### src/rtl/acc_core_pkg.sv
package acc_core_pkg;
   localparam int OPC_W = 4;

   typedef enum logic [OPC_W-1:0] {
      OP_LOAD  = 4'd0,
      OP_STORE = 4'd1,
      OP_ADD   = 4'd2,
      OP_SUB   = 4'd3,
      OP_JMP   = 4'd4,
      OP_JPOS  = 4'd5,
      OP_JNZ   = 4'd6,
      OP_HALT  = 4'd7
   } opcode_e;

   typedef enum logic [1:0] {
      ALU_ADD  = 2'd0,
      ALU_SUB  = 2'd1,
      ALU_PASS = 2'd2,
      ALU_INC  = 2'd3
   } alu_sel_e;
endpackage

### src/rtl/acc_alu.sv
module acc_alu
   import acc_core_pkg::*;
#(
   parameter int W = 16
) (
   input  logic [W-1:0] a_i,
   input  logic [W-1:0] b_i,
   input  alu_sel_e     sel_i,
   input  logic         zero_i,
   output logic [W-1:0] y_o
);
   logic [W-1:0] a_g, b_g, sum;
   logic         cin;

   generate
      if (W < 2) begin : g_bad_width
         $error("acc_alu: width must be at least 2");
      end
   endgenerate

   always_comb begin
      a_g = (sel_i == ALU_PASS || sel_i == ALU_INC) ? '0 : a_i;
      b_g = (sel_i == ALU_SUB) ? ~b_i : b_i;
      cin = (sel_i == ALU_SUB) || (sel_i == ALU_INC);
      sum = a_g + b_g + {{(W-1){1'b0}}, cin};
      y_o = zero_i ? '0 : sum;
   end
endmodule

### src/rtl/acc_ctrl.sv
module acc_ctrl
   import acc_core_pkg::*;
(
   input  logic             clk,
   input  logic             rst_n,
   input  logic [OPC_W-1:0] ir_op_i,
   input  logic [OPC_W-1:0] rd_op_i,
   input  logic             acc_zero_i,
   input  logic             acc_neg_i,
   output logic             ex_o,
   output logic             addr_ir_o,
   output logic             b_data_o,
   output alu_sel_e         alu_sel_o,
   output logic             zero_force_o,
   output logic             acc_en_o,
   output logic             pc_en_o,
   output logic             ir_en_o,
   output logic             req_o,
   output logic             rnw_o,
   output logic             halted_o
);
   logic ex_q, stop_in_ir, jump_taken, fetch_go, next_is_mem;

   always_comb begin
      stop_in_ir  = ir_op_i[OPC_W-1] || (ir_op_i == OP_HALT);
      next_is_mem = (rd_op_i[OPC_W-1:2] == '0);
      jump_taken  = (ir_op_i == OP_JMP)
                 || (ir_op_i == OP_JPOS && !acc_neg_i)
                 || (ir_op_i == OP_JNZ  && !acc_zero_i);
      halted_o     = rst_n && !ex_q && stop_in_ir;
      fetch_go     = rst_n && !ex_q && !stop_in_ir;
      zero_force_o = !rst_n;
      req_o        = rst_n && !halted_o;
      if (ex_q) begin
         addr_ir_o = 1'b1;
         b_data_o  = 1'b1;
         rnw_o     = (ir_op_i != OP_STORE);
         acc_en_o  = rst_n && (ir_op_i != OP_STORE);
         unique case (ir_op_i)
            OP_ADD:  alu_sel_o = ALU_ADD;
            OP_SUB:  alu_sel_o = ALU_SUB;
            default: alu_sel_o = ALU_PASS;
         endcase
      end else begin
         addr_ir_o = jump_taken;
         b_data_o  = 1'b0;
         rnw_o     = 1'b1;
         acc_en_o  = 1'b0;
         alu_sel_o = ALU_INC;
      end
      pc_en_o = !rst_n || fetch_go;
      ir_en_o = fetch_go;
   end

   always_ff @(posedge clk) begin
      if (!rst_n)        ex_q <= 1'b0;
      else if (ex_q)     ex_q <= 1'b0;
      else if (fetch_go) ex_q <= next_is_mem;
   end

   assign ex_o = ex_q;

   assert_exec_then_fetch_R3: assert property (@(posedge clk) disable iff (!rst_n)
      ex_q |=> !ex_q);
   assert_halt_sticky_R10: assert property (@(posedge clk) disable iff (!rst_n)
      halted_o |=> (halted_o && !req_o));
endmodule

### src/rtl/acc_core.sv
module acc_core
   import acc_core_pkg::*;
#(
   parameter int DATA_W = 16,
   parameter int ADDR_W = 12
) (
   input  logic              clk,
   input  logic              rst_n,
   output logic [ADDR_W-1:0] mem_addr,
   input  logic [DATA_W-1:0] mem_rdata,
   output logic [DATA_W-1:0] mem_wdata,
   output logic              mem_req,
   output logic              mem_rnw,
   output logic              halted
);
   localparam int EXT_W = DATA_W - ADDR_W;

   generate
      if (DATA_W != OPC_W + ADDR_W) begin : g_bad_split
         $error("acc_core: DATA_W must equal opcode width plus ADDR_W");
      end
   endgenerate

   logic [ADDR_W-1:0] pc_q;
   logic [DATA_W-1:0] ir_q, acc_q, alu_b, alu_y;
   logic ex, addr_ir, b_data, zero_force, acc_en, pc_en, ir_en;
   alu_sel_e alu_sel;

   acc_ctrl u_ctrl (
      .clk          (clk),
      .rst_n        (rst_n),
      .ir_op_i      (ir_q[DATA_W-1 -: OPC_W]),
      .rd_op_i      (mem_rdata[DATA_W-1 -: OPC_W]),
      .acc_zero_i   (acc_q == '0),
      .acc_neg_i    (acc_q[DATA_W-1]),
      .ex_o         (ex),
      .addr_ir_o    (addr_ir),
      .b_data_o     (b_data),
      .alu_sel_o    (alu_sel),
      .zero_force_o (zero_force),
      .acc_en_o     (acc_en),
      .pc_en_o      (pc_en),
      .ir_en_o      (ir_en),
      .req_o        (mem_req),
      .rnw_o        (mem_rnw),
      .halted_o     (halted)
   );

   assign mem_addr  = addr_ir ? ir_q[ADDR_W-1:0] : pc_q;
   assign mem_wdata = acc_q;
   assign alu_b     = b_data ? mem_rdata : {{EXT_W{1'b0}}, mem_addr};

   acc_alu #(.W(DATA_W)) u_alu (
      .a_i    (acc_q),
      .b_i    (alu_b),
      .sel_i  (alu_sel),
      .zero_i (zero_force),
      .y_o    (alu_y)
   );

   always_ff @(posedge clk) begin
      if (pc_en) pc_q <= alu_y[ADDR_W-1:0];
   end

   always_ff @(posedge clk) begin
      if (!rst_n)     ir_q <= '0;
      else if (ir_en) ir_q <= mem_rdata;
   end

   always_ff @(posedge clk) begin
      if (!rst_n)      acc_q <= '0;
      else if (acc_en) acc_q <= alu_y;
   end

   assert_reset_clears_R1: assert property (@(posedge clk)
      !rst_n |=> (pc_q == '0 && acc_q == '0 && !ex));
   assert_pc_step_R2: assert property (@(posedge clk) disable iff (!rst_n)
      (mem_req && !ex) |=> (pc_q == ADDR_W'($past(mem_addr) + 1'b1)));
   assert_acc_hold_R4: assert property (@(posedge clk) disable iff (!rst_n)
      !ex |=> $stable(acc_q));
   assert_write_in_exec_R5: assert property (@(posedge clk) disable iff (!rst_n)
      (mem_req && !mem_rnw) |-> ex);
   assert_jump_target_R7: assert property (@(posedge clk) disable iff (!rst_n)
      (mem_req && !ex && ir_q[DATA_W-1 -: OPC_W] == OP_JMP)
         |-> (mem_addr == ir_q[ADDR_W-1:0]));
endmodule

### config.mk
export PLATFORM = sky130hd
export DESIGN_NAME = acc_core
export DESIGN_NICKNAME = d
export VERILOG_FILES = /design/src/rtl/acc_core_pkg.sv /design/src/rtl/acc_alu.sv /design/src/rtl/acc_ctrl.sv /design/src/rtl/acc_core.sv
export SDC_FILE = /design/constraint.sdc
export NUM_CORES = 1
export LEC_CHECK = 0
export BUFFER_PORTS_ARGS = -buffer_cell sky130_fd_sc_hd__buf_2
export CAP_MARGIN = 10
export CORE_UTILIZATION = 50
export DETAILED_ROUTE_END_ITERATION = 10
export PLACE_DENSITY = 0.71
export SYNTH_ARGS = -nofsm -noshare
export SYNTH_HDL_FRONTEND = slang
export SYNTH_HIERARCHICAL = 1
export SYNTH_SLANG_ARGS = --single-unit
### constraint.sdc
create_clock -name clk -period 5.94 [get_ports clk]
set_clock_uncertainty 0.1 [all_clocks]
set_input_delay 0 -clock clk [delete_from_list [all_inputs] [get_ports clk]]
set_output_delay 0 -clock clk [all_outputs]
set_load 0.01 [all_outputs]
# --- Word level (Yosys, flattened, before mapping) ---
# Index checks and enable logic that the tools add are counted.
word_totals:
  inputBits: 18
  wordCells: 52
  output_inout_bits: 31
  ff_bits: 45
classes:
  n_addsub: 2
  reduce_logical: 22
  n_eq_ne: 10
  bitwise_logic: 3
  mux: 11
ops:
  columns: ["operator", "count"]
  rows:
  - ["16-bit two-way mux", 4]
  - ["16-bit by 1-bit adder with 16-bit output", 1]
  - ["16-bit adder", 1]
  - ["4-bit by 3-bit equality test with 1-bit output, second input constant", 4]
  - ["16-bit zero test", 1]
  - ["16-bit inverter", 1]
  - ["12-bit two-way mux", 1]
  - ["4-bit by 2-bit equality test with 1-bit output, second input constant", 2]
  - ["1-bit logical AND", 7]
  - ["1-bit zero test", 6]
  - ["1-bit logical OR", 6]
  - ["2-bit equality test, second input constant", 2]
  - ["1-bit two-way mux", 4]
  - ["4-bit by 1-bit != test with 1-bit output, second input constant", 1]
  - ["2-bit one-hot mux with 2 select lines", 1]
  - ["3-bit OR reduction", 1]
  - ["2-bit by 1-bit equality test with 1-bit output, second input constant", 1]
  - ["2-bit zero test", 1]
  - ["2-bit two-way mux", 1]
  - ["1-bit inverter", 2]

# --- Depth between registers and ports, before layout ---
# Gate-level depths: netlist of the first run.
logic_depth:
  word_depth: 12
  depth_mapped: 17
  ltp_nobuf: 17

# --- Modules after synthesis ---
# The synthesis of the first run kept the hierarchy.
modules_own_cells:
  columns: ["module", "area_per_inst_um2", "seq_area_each_um2", "n_inst", "cells_per_inst"]
  rows:
  - ["acc_core", 1945.6, 1001.0, 1, 151]
  - ["acc_alu", 1172.4, 0.0, 1, 165]
  - ["acc_ctrl", 152.6, 20.0, 1, 23]

# --- Worst setup path before layout of the first run ---
# OpenSTA, ideal clock, no wires.
synth_timing:
  kind: "register -> register"
  startpoint: "register acc_q[15], in the netlist mem_wdata[15]"
  endpoint: "register acc_q[14], in the netlist mem_wdata[14]"
  t_arrival_ps: 3866
  setup_time_ps: 65
  stages_incl_launch_ff: 18
  period_less_slack_ps: 4031
  setup_slack_ps: 1909
  t_required_ps: 5775
  path_buffers: 0
  cell_sequence: "dfxtp_1 > nor4_1 > and4_1 > a21oi_1 > a311o_1 > mux2_2 > mux2_2 > xnor2_1 > fa_1 > inv_1 > fa_1 > nor2b_4 > o2111ai_1 > a21oi_2 > or4_1 > nand4_1 > mux2i_1 > nor2b_1"
synth_between:
  elab_chain_cells: 12
  word_cells_on_any_way: 15
  classes_between: "2 x add/sub; 5 x mux; 1 x bitwise; 7 x reduce/logical"
synth_rtl:
  columns: ["element", "line_no", "text"]
  rows:
  - ["from (decl)", "acc_core.sv:25", "logic [DATA_W-1:0] ir_q, acc_q, alu_b, alu_y;"]
  - ["from (signal assigned)", "acc_core.sv:72", "else if (acc_en) acc_q <= alu_y;"]
  - ["16-bit zero test or 1-bit zero test (tied branches)", "acc_core.sv:34, acc_ctrl.sv:28", null]
  - ["1-bit zero test or 1-bit logical AND (tied branches)", "acc_ctrl.sv:29, acc_ctrl.sv:28", null]
  - ["1-bit logical AND or 1-bit logical OR (tied branches)", "acc_ctrl.sv:29, acc_ctrl.sv:28", null]
  - ["1-bit logical OR *", "acc_ctrl.sv:29", "|| (ir_op_i == OP_JNZ && !acc_zero_i);"]
  - ["1-bit two-way mux *", "acc_ctrl.sv:34", "if (ex_q) begin"]
  - ["named net addr_ir", "acc_core.sv:26", "logic ex, addr_ir, b_data, zero_force, acc_en, pc_en, ir_en;"]
  - ["12-bit two-way mux *", "acc_core.sv:49", "assign mem_addr = addr_ir ? ir_q[ADDR_W-1:0] : pc_q;"]
  - ["named net mem_addr[0]", "acc_core.sv:9", "output logic [ADDR_W-1:0] mem_addr,"]
  - ["16-bit two-way mux *", "acc_core.sv:51", "assign alu_b = b_data ? mem_rdata : {{EXT_W{1'b0}}, mem_addr};"]
  - ["named net alu_b[0]", "acc_core.sv:25", null]
  - ["16-bit inverter", "acc_alu.sv:23", "b_g = (sel_i == ALU_SUB) ? ~b_i : b_i;"]
  - ["16-bit two-way mux *", "acc_alu.sv:23", null]
  - ["16-bit adder *", "acc_alu.sv:25", "sum = a_g + b_g + {{(W-1){1'b0}}, cin};"]
  - ["16-bit by 1-bit adder with 16-bit output *", "acc_alu.sv:25", null]
  - ["16-bit two-way mux *", "acc_alu.sv:26", "y_o = zero_i ? '0 : sum;"]
  - ["named net alu_y[14]", "acc_core.sv:25", null]
# Mark *: on every way through the listed nets, which the timed path passes. The rest lies on a longest branch.
# A chain may end at the register's enable or synchronous reset.

# --- Final worst setup path of the first run ---
layout_timing:
  startpoint: "register acc_q[2], in the netlist mem_wdata[2]"
  endpoint: "register acc_q[14], in the netlist mem_wdata[14]"
layout_between:
  elab_chain_cells: 12
  word_cells_on_any_way: 13
  classes_between: "2 x add/sub; 6 x mux; 1 x bitwise; 4 x reduce/logical"
layout_rtl:
  columns: ["element", "line_no", "text"]
  rows:
  - ["16-bit zero test *", "acc_core.sv:34", ".acc_zero_i (acc_q == '0),"]
  - ["1-bit zero test *", "acc_ctrl.sv:29", null]
  - ["1-bit logical AND *", "acc_ctrl.sv:29", null]
  - ["1-bit logical OR *", "acc_ctrl.sv:29", null]
  - ["1-bit two-way mux *", "acc_ctrl.sv:34", null]
  - ["named net addr_ir", "acc_core.sv:26", null]
  - ["12-bit two-way mux *", "acc_core.sv:49", null]
  - ["16-bit two-way mux *", "acc_core.sv:51", null]
  - ["named net alu_b[0]", "acc_core.sv:25", null]
  - ["16-bit inverter", "acc_alu.sv:23", null]
  - ["16-bit two-way mux *", "acc_alu.sv:23", null]
  - ["16-bit adder *", "acc_alu.sv:25", null]
  - ["16-bit by 1-bit adder with 16-bit output *", "acc_alu.sv:25", null]
  - ["16-bit two-way mux *", "acc_alu.sv:26", null]
  - ["named net alu_y[14]", "acc_core.sv:25", null]
# Marked as above.

==> flow_metrics.py, run 1 <==
metrics = {
    "outcome": {
        "status": "complete, no violations",
    },
    "placement": {
        "dp_hpwl_mm": 5.46,
        "routabilityCongestion": 0.921,
        "port-buffer-count": 48,
    },
    "clocking": {
        "cts.clk_slew.worst_paths_ns": 0.09,
        "cts_buffers": 5,
        "clockBufferDepth": 2,
        "clkLatencyLatePin_ns": 0.30,
        "h-tree-depth": 2,
        "cts_resized": 0,
        "cts_root_buf": "clkbuf_8",
        "cts_tree": "done",
        "cts.sinks": 45,
    },
    "routing": {
        "wl_per_cell_um": 16.5,
        "dr.pass1.iters": 4,
        "drtIter0Drc": 120,
        "drc_errors": 0,
        "wirelength_mm": 7.79,
        "vias": 2673,
        "ant_nets": 0,
        "via_per_inst": 5.65,
    },
    "timing": {
        "setup_viol": 0,
        "fin_crit_sh": 0.818,
        "hold_viol": 0,
        "drv_slew": 0,
        "worst_slew_pin_slew_ns": 1.16,
        "timing.fmax_ghz": 0.206,
        "tns_ns": 0,
        "relSlewSlack": 0.225,
        "min_period_ns": 4.86,
        "rsz0062_at_grt": "no",
    },
    "final_layout": {
        "area_delta_synth_final_pct": 17.6,
        "drive_above_1_share": 0.247,
        "nets": 429,
        "fillers": 532,
        "antenna_cells": 0,
    },
    "die": {
        "std_cell_rows": 29,
        "start_util": 0.517,
        "fp.dieW_um": 82.8,
        "die_area_mm2": 0.00685,
        "die_y_um": 82.8,
        "ios": 49,
        "core_area_mm2": 0.00631,
    },
    "worst_setup_path": {
        "r2r_cells": 17,
        "crit_cells": 17,
        "r2r-end": "mem_wdata[14]",
        "crit_type": "flip-flop to flip-flop",
        "cp-start-kind": "flip-flop",
        "cpLargestDelayFamily": "simple AND/OR/NAND/NOR gates",
        "end_kind": "flip-flop",
        "rrSetupSlack_ns": 1.08,
        "critPathRequiredTime_ns": 6.08,
        "crit_start": "mem_wdata[2]",
        "crit_path_max_fanout": 12,
        "cp_slowest_stage_delay_ns": 0.66,
        "crit_path_end": "mem_wdata[14]",
        "worstReg2RegStart": "mem_wdata[2]",
        "crit_chain": "nor4_1, and4_1, a21oi_1, a311o_1, mux2_2, mux2_2, xnor2_1, fa_1, inv_1, fa_1, nor2b_4, o2111ai_1, a21oi_2, or4_1, nand4_1, mux2i_1, nor2b_1",
        "cp.arrival_ns": 5.00,
        "slowest_stage": "a311o_1",
        "worst-path-buf-inv": 1,
    },
    "power_and_ir_drop": {
        "peakVddDrop_uv": 123,
        "p_leak_nw": 1.61,
        "power.density_mw_per_mm2": 225,
        "total_power_mw": 0.865,
    },
    "logic_synthesis": {
        "ys_warn_count": 6,
        "syn_inst": 338,
        "syn_area_mm2": 0.00326,
        "avgSynthCellArea_um2": 9.65,
        "synth_nets": 372,
    },
    "grt": {
        "antenna_found_initial": 0,
        "first_global_vias": 2422,
        "grt_pass1_wl_mm": 11.8,
        "grt_max_degree": 38,
        "grt.overflow.total": 0,
        "grt_usage": 0.231,
    },
    "min_path": {
        "hold_class": "primary input to flip-flop",
    },
    "flow_run": {
        "drv_cap": 0,
    },
}
worst register-to-register path: cells and delay by family, from the launching register on:
family	cells	cell delay [ns]
flops	1	0.35
fa+ha+maj	2	0.68
buf+inv	1	0.08
mux	3	0.74
xor+xnor	1	0.14
compound gates	4	1.24
simple gates	6	1.47
worst min-delay path by stage:
stage	cells past startpoint	to	slack [ns]	from
global route	2	mem_wdata[0]	0.17	rst_n
floorplan	1	u_ctrl/ex_o	-0.03	mem_rdata[15]
CTS	2	ir_q[4]	0.15	rst_n
detailed placement	2	u_ctrl/ex_o	0.12	mem_rdata[14]
finish	2	ir_q[0]	0.15	rst_n
global placement	2	u_ctrl/ex_o	0.12	mem_rdata[15]
power breakdown:
part	total [mW]	internal (mW)	switching [mW]
Sequential	0.353	0.340	0.0132
Clock	0.279	0.167	0.112
Combinational	0.233	0.114	0.119
layout by cell type (no fill, tap or decap), drive strengths merged, types with 3 or more instances in the layout:
cell         instances
nor4                 6
clkbuf               5
xnor2               20
dfxtp               33
nor2b               53
mux2                26
mux2i               32
nand4                4
nand3                4
nor2                15
edfxtp              12
nand2               13
inv                  8
a21o                 6
and2                 4
buf                 51
nand2b               3
nor3b                3
a31oi                5
dlygate4sd3         17
a21oi               12
o21ai               12
ha                  14
nor3                 8
final cells by class:
| class | instances | area (um^2) | area share |
|---|---|---|---|
| tap | 77 | 96.3 | 0.0251 |
| clock inverter | 3 | 65.1 | 0.0170 |
| multi-input combinational | 267 | 2120 | 0.552 |
| inverter | 8 | 30.0 | 0.00783 |
| sequential | 45 | 1020 | 0.266 |
| timing repair buffer | 68 | 437 | 0.114 |
| clock buffer | 5 | 68.8 | 0.0179 |
state kept, by name, indices dropped and copies added (netlist names):
name and flops:
ir_q 16, mem_wdata 16, pc_q 12, u_ctrl/ex_o 1
per-layer routing:
| layer | share of wire | GRT usage | vias to the layer above |
|---|---|---|---|
| met5 | 0 | 0 | - |
| met4 | 0.0085 | 0.0552 | 0 |
| met3 | 0.052 | 0.0448 | 6 |
| met2 | 0.46 | 0.373 | 84 |
| met1 | 0.48 | 0.315 | 1265 |
| li1 | - | - | 1318 |
repair_timing:
action / CTS / global route
hold buffers: 17 / 0
buffers inserted: 0 / 0
hold endpoints to repair: 17 / 0
stage by stage:
| stage | hold slack, ns | util | setup WS (ns) | instance area [um^2] | std cells |
|---|---|---|---|---|---|
| global placement | 0.121 | 0.558 | 1.19 | 3520 | 447 |
| detailed placement | 0.116 | 0.558 | 1.13 | 3520 | 447 |
| global route | 0.175 | 0.608 | 0.820 | 3840 | 473 |
| floorplan | -0.0290 | - | 1.91 | 3260 | 338 |
| finish | 0.149 | 0.608 | 1.08 | 3840 | 473 |
| CTS | 0.147 | 0.606 | 1.10 | 3830 | 472 |
No activity file was read; power rests on OpenSTA's default activity.
==> run 2, diff against run 1 <==
PLACE_DENSITY = 0.74   (was 0.71)
clock period = 4.1 ns   (was 5.94 ns; I/O delays follow)
==> flow_metrics.py, run 2 (same netlist as run 1, synthesis figures left out) <==
metrics = {
    "grt": {
        "grt_usage": 0.272,
        "grt_max_degree": 38,
        "antenna_found_initial": 0,
        "grt_pass1_wl_mm": 13.7,
        "grt.overflow.total": 0,
        "first_global_vias": 2829,
    },
    "power_and_ir_drop": {
        "total_power_mw": 1.30,
        "p_leak_nw": 1.96,
        "clkPwrFrac": 0.273,
        "peakVddDrop_uv": 186,
        "power_frac_comb": 0.338,
        "seqPwrFrac": 0.390,
        "power.density_mw_per_mm2": 294,
        "power.share.switching": 0.297,
        "intPower_mw": 0.916,
        "p_sw_mw": 0.388,
    },
    "die": {
        "die_y_um": 82.8,
        "die_area_mm2": 0.00685,
        "fp.dieW_um": 82.8,
        "start_util": 0.517,
        "ios": 49,
        "core_area_mm2": 0.00631,
        "std_cell_rows": 29,
    },
    "routing": {
        "drtIter0Drc": 214,
        "via_per_inst": 5.68,
        "drc_errors": 0,
        "dr.pass1.iters": 5,
        "vias": 2987,
        "wirelength_mm": 9.36,
        "ant_nets": 0,
        "wl_per_cell_um": 17.8,
    },
    "final_layout": {
        "layout.cells.non_filler": 526,
        "design_area_mm2": 0.00444,
        "layout_commonest_cell": "buf_4",
        "drive_above_1_share": 0.401,
        "fin_util": 0.703,
        "fillers": 461,
        "final_cell_mix": "55 x buf_4, 52 x nor2b_1, 48 x buf_2, 32 x mux2i_1, 31 x dfxtp_1",
        "area_delta_synth_final_pct": 36.0,
        "antenna_cells": 0,
        "nets": 482,
    },
    "timing": {
        "fin_crit_sh": 1.03,
        "min_period_ns": 4.23,
        "worst_slew_pin_slew_ns": 1.19,
        "hold_viol": 0,
        "timing.fmax_ghz": 0.237,
        "relSlewSlack": 0.203,
        "setup_slack_ns": -0.128,
        "drv_slew": 0,
        "holdWs_ns": 0.178,
        "rsz0062_at_grt": "yes",
        "setup_viol": 12,
        "tns_ns": -0.885,
    },
    "outcome": {
        "violations": "setup timing",
        "status": "finished, violations left",
    },
    "min_path": {
        "hold_class": "primary input to flip-flop",
    },
    "clocking": {
        "clockBufferDepth": 2,
        "cts.clk_slew.worst_paths_ns": 0.09,
        "clkLatencyLatePin_ns": 0.30,
        "cts_root_buf": "clkbuf_8",
        "cts_tree": "done",
        "cts.sinks": 45,
        "cts_buffers": 5,
        "h-tree-depth": 2,
    },
    "worst_setup_path": {
        "end_kind": "flip-flop",
        "critPathRequiredTime_ns": 4.07,
        "crit_type": "flip-flop to flip-flop",
        "crit_path_max_fanout": 7,
        "cp-start-kind": "flip-flop",
        "cp.arrival_ns": 4.20,
    },
    "placement": {
        "dp.cells": 499,
        "pre_cts_ws_ns": -0.476,
        "port-buffer-count": 48,
        "routabilityCongestion": 0.899,
        "dp_hpwl_mm": 6.57,
        "place_area_mm2": 0.00393,
    },
    "flow_run": {
        "drv_cap": 0,
    },
}
==> run 2: worst paths after layout <==
| check | start | depth (start not counted) | slack (ns) | end |
|---|---|---|---|---|
| max | mem_wdata[11] | 16 | -0.13 | pc_q[9] |
| min | rst_n | 2 | 0.18 | mem_wdata[13] |
| max reg2reg | mem_wdata[11] | 16 | -0.13 | pc_q[9] |
| min reg2reg | ir_q[6] | 2 | 0.44 | ir_q[6] |
==> run 2: power groups by stage <==
| stage | clock network [mW] | logic [mW] | registers [mW] |
|---|---|---|---|
| 5_1_grt | 0.376 | 0.468 | 0.511 |
| 3_3_place_gp | 0 | 0.365 | 0.516 |
| 4_1_cts | 0.359 | 0.404 | 0.508 |
| 3_5_place_dp | 0 | 0.375 | 0.518 |
| 2_1_floorplan | 0 | 0.246 | 0.514 |
| 6_report | 0.355 | 0.440 | 0.508 |
==> run 2: what timing repair did <==
| action | in CTS | in global routing |
|---|---|---|
| pin swaps | 9 | 13 |
| endpoints found under the setup margin | 17 | 16 |
| resized for setup | 18 | 24 |
| hold endpoints to repair | 17 | 0 |
| buffers inserted | 0 | 2 |
| hold buffers | 17 | 0 |
==> run 2: layout make-up <==
class,instances,area [um^2],area share
clock buffer,7,86.3,0.0195
clock inverter,1,30.0,0.00677
inverter,8,30.0,0.00677
multi-input combinational,267,2330,0.525
sequential,45,1020,0.231
tap,77,96.3,0.0217
timing repair buffer,121,843,0.190
==> run 2: worst max-delay path: stages (launching register included) <==
cell,delay (ns)
dfxtp_1,0.36
nor4_4,0.29
and4_1,0.24
a21oi_1,0.08
a311o_1,0.44
buf_12,0.17
buf_4,0.14
mux2_4,0.30
mux2_2,0.30
xnor2_2,0.16
ha_2,0.38
buf_4,0.12
nand2_1,0.10
a211oi_1,0.34
o21ai_0,0.13
nor3b_2,0.17
buf_4,0.18
==> run 2: per-layer routing <==
| metal | part of all wire | track usage | vias to the layer above |
|---|---|---|---|
| li1 | - | - | 1426 |
| met1 | 0.45 | 0.348 | 1417 |
| met2 | 0.47 | 0.454 | 125 |
| met3 | 0.061 | 0.0492 | 19 |
| met4 | 0.021 | 0.105 | 0 |
| met5 | 0 | 0 | - |
==> run 3, diff against run 2 <==
RECOVER_POWER = 25   (was default)
==> flow_metrics.py, run 3 (same netlist as run 1, synthesis figures left out) <==
metrics = {
    "worst_setup_path": {
        "cp.arrival_ns": 4.19,
        "crit_path_max_fanout": 7,
        "crit_type": "flip-flop to flip-flop",
        "slowest_stage": "a311o_1",
        "rrSetupSlack_ns": -0.12,
        "cp_common_cell": "buf_4",
        "critPathRequiredTime_ns": 4.07,
        "crit_chain": "nor4_4, and4_1, a21oi_1, a311o_1, buf_12, buf_4, mux2_4, mux2_2, xnor2_2, ha_2, buf_4, nand2_1, a211oi_1, o21ai_0, nor3b_2, buf_4",
        "end_kind": "flip-flop",
        "cp-start-kind": "flip-flop",
        "cp_slowest_stage_delay_ns": 0.44,
    },
    "placement": {
        "port-buffer-count": 48,
        "dp_hpwl_mm": 6.57,
        "routabilityCongestion": 0.899,
        "place_area_mm2": 0.00393,
    },
    "die": {
        "start_util": 0.517,
        "std_cell_rows": 29,
        "die_area_mm2": 0.00685,
        "fp.dieW_um": 82.8,
        "core_area_mm2": 0.00631,
        "ios": 49,
        "die_y_um": 82.8,
    },
    "power_and_ir_drop": {
        "power.density_mw_per_mm2": 295,
        "p_leak_nw": 1.93,
        "peakVddDrop_uv": 186,
    },
    "timing": {
        "hold_viol": 0,
        "fin_crit_sh": 1.03,
        "setup_viol": 12,
        "relSlewSlack": 0.208,
        "min_period_ns": 4.22,
        "tns_ns": -0.910,
        "worst_slew_pin_slew_ns": 1.18,
        "timing.fmax_ghz": 0.237,
        "drv_slew": 0,
        "setup_slack_ns": -0.124,
        "rsz0062_at_grt": "yes",
    },
    "grt": {
        "first_global_vias": 2829,
        "grt.overflow.total": 0,
        "grt_pass1_wl_mm": 13.7,
        "antenna_found_initial": 0,
        "grt_max_degree": 38,
        "grt_usage": 0.272,
    },
    "routing": {
        "route.met2.wl_mm": 4.39,
        "ant_nets": 0,
        "dr.pass1.iters": 5,
        "drc_errors": 0,
        "vias": 3004,
        "wirelength_mm": 9.32,
        "top_layer_used": "met4",
        "route.met3.wl_um": 585,
        "m1WireLength_mm": 4.15,
        "wl_per_cell_um": 17.7,
        "via_per_inst": 5.71,
        "drtIter0Drc": 224,
    },
    "min_path": {
        "hold_class": "primary input to flip-flop",
    },
    "outcome": {
        "status": "finished, violations left",
        "violations": "setup timing",
    },
    "clocking": {
        "cts_tree": "done",
        "cts_buffers": 5,
        "clkLatencyLatePin_ns": 0.30,
        "clockBufferDepth": 2,
        "cts_root_buf": "clkbuf_8",
        "cts.sinks": 45,
        "cts.clk_slew.worst_paths_ns": 0.09,
        "h-tree-depth": 2,
    },
    "final_layout": {
        "nets": 482,
        "fin_util": 0.700,
        "final_cell_mix": "52 x nor2b_1, 51 x buf_4, 44 x buf_2, 32 x mux2i_1, 31 x dfxtp_1",
        "design_area_mm2": 0.00442,
        "area_delta_synth_final_pct": 35.4,
        "antenna_cells": 0,
        "drive_above_1_share": 0.383,
        "layout_commonest_cell": "nor2b_1",
    },
    "flow_run": {
        "drv_cap": 0,
    },
}
run 3: cell types whose count changed in the layout (fill, tap and decap cells not counted):
cell	change
buf_2	-4
buf_4	-4
clkbuf_1	+8
run 3: repair_timing:
action,4_1_cts,5_1_grt
hold endpoints to repair,17,0
resized for setup,18,24
pin swaps,9,13
hold buffers,17,0
setup buffers,0,2
endpoints found under the setup margin,17,16
run 3: layer usage:
layer	GRT usage	up-vias
met5	0	-
met4	0.105	0
met3	0.0492	19
met2	0.454	128
met1	0.348	1429
li1	-	1428
run 3: power breakdown:
part	switching, mW	internal [mW]	total (mW)
registers	0.0160	0.492	0.508
logic	0.214	0.224	0.439
clock network	0.157	0.199	0.356
total	0.387	0.916	1.30
run 3: final timing paths:
check,start,to,cells after the start
worst max-delay path,mem_wdata[11],pc_q[9],16
worst min register to register,ir_q[6],ir_q[6],2
worst min-delay path,rst_n,ir_q[6],2
worst max register to register,mem_wdata[11],pc_q[9],16
run 3: worst max-delay path: cells and delay by family, from the launching register on:
family | cells | cell delay (ns)
AO/OA/AOI/OAI | 4 | 0.99
XOR/XNOR | 1 | 0.16
adder cells (fa/ha/maj) | 1 | 0.38
buffers and inverters | 4 | 0.61
flip-flops | 1 | 0.36
multiplexers | 2 | 0.60
AND/OR/NAND/NOR | 4 | 0.79
run 3: cell type report:
cell class / instances / area, um^2
multi-input combinational: 267 / 2330
timing repair buffer: 121 / 823
fill: 469 / 1900
sequential: 45 / 1020
clock buffer: 7 / 86.3
clock inverter: 1 / 30.0
tap: 77 / 96.3
inverter: 8 / 30.0
run 3: per-stage QoR:
step | setup slack [ns] | cells | hold slack (ns) | power (mW)
6_report | -0.124 | 526 | 0.167 | 1.30
5_1_grt | -0.275 | 526 | 0.194 | 1.35
4_1_cts | -0.0200 | 524 | 0.157 | 1.27
3_5_place_dp | -0.476 | 499 | 0.109 | 0.892
3_3_place_gp | -0.420 | 499 | 0.123 | 0.881
2_1_floorplan | 0.0690 | 338 | -0.0290 | 0.761
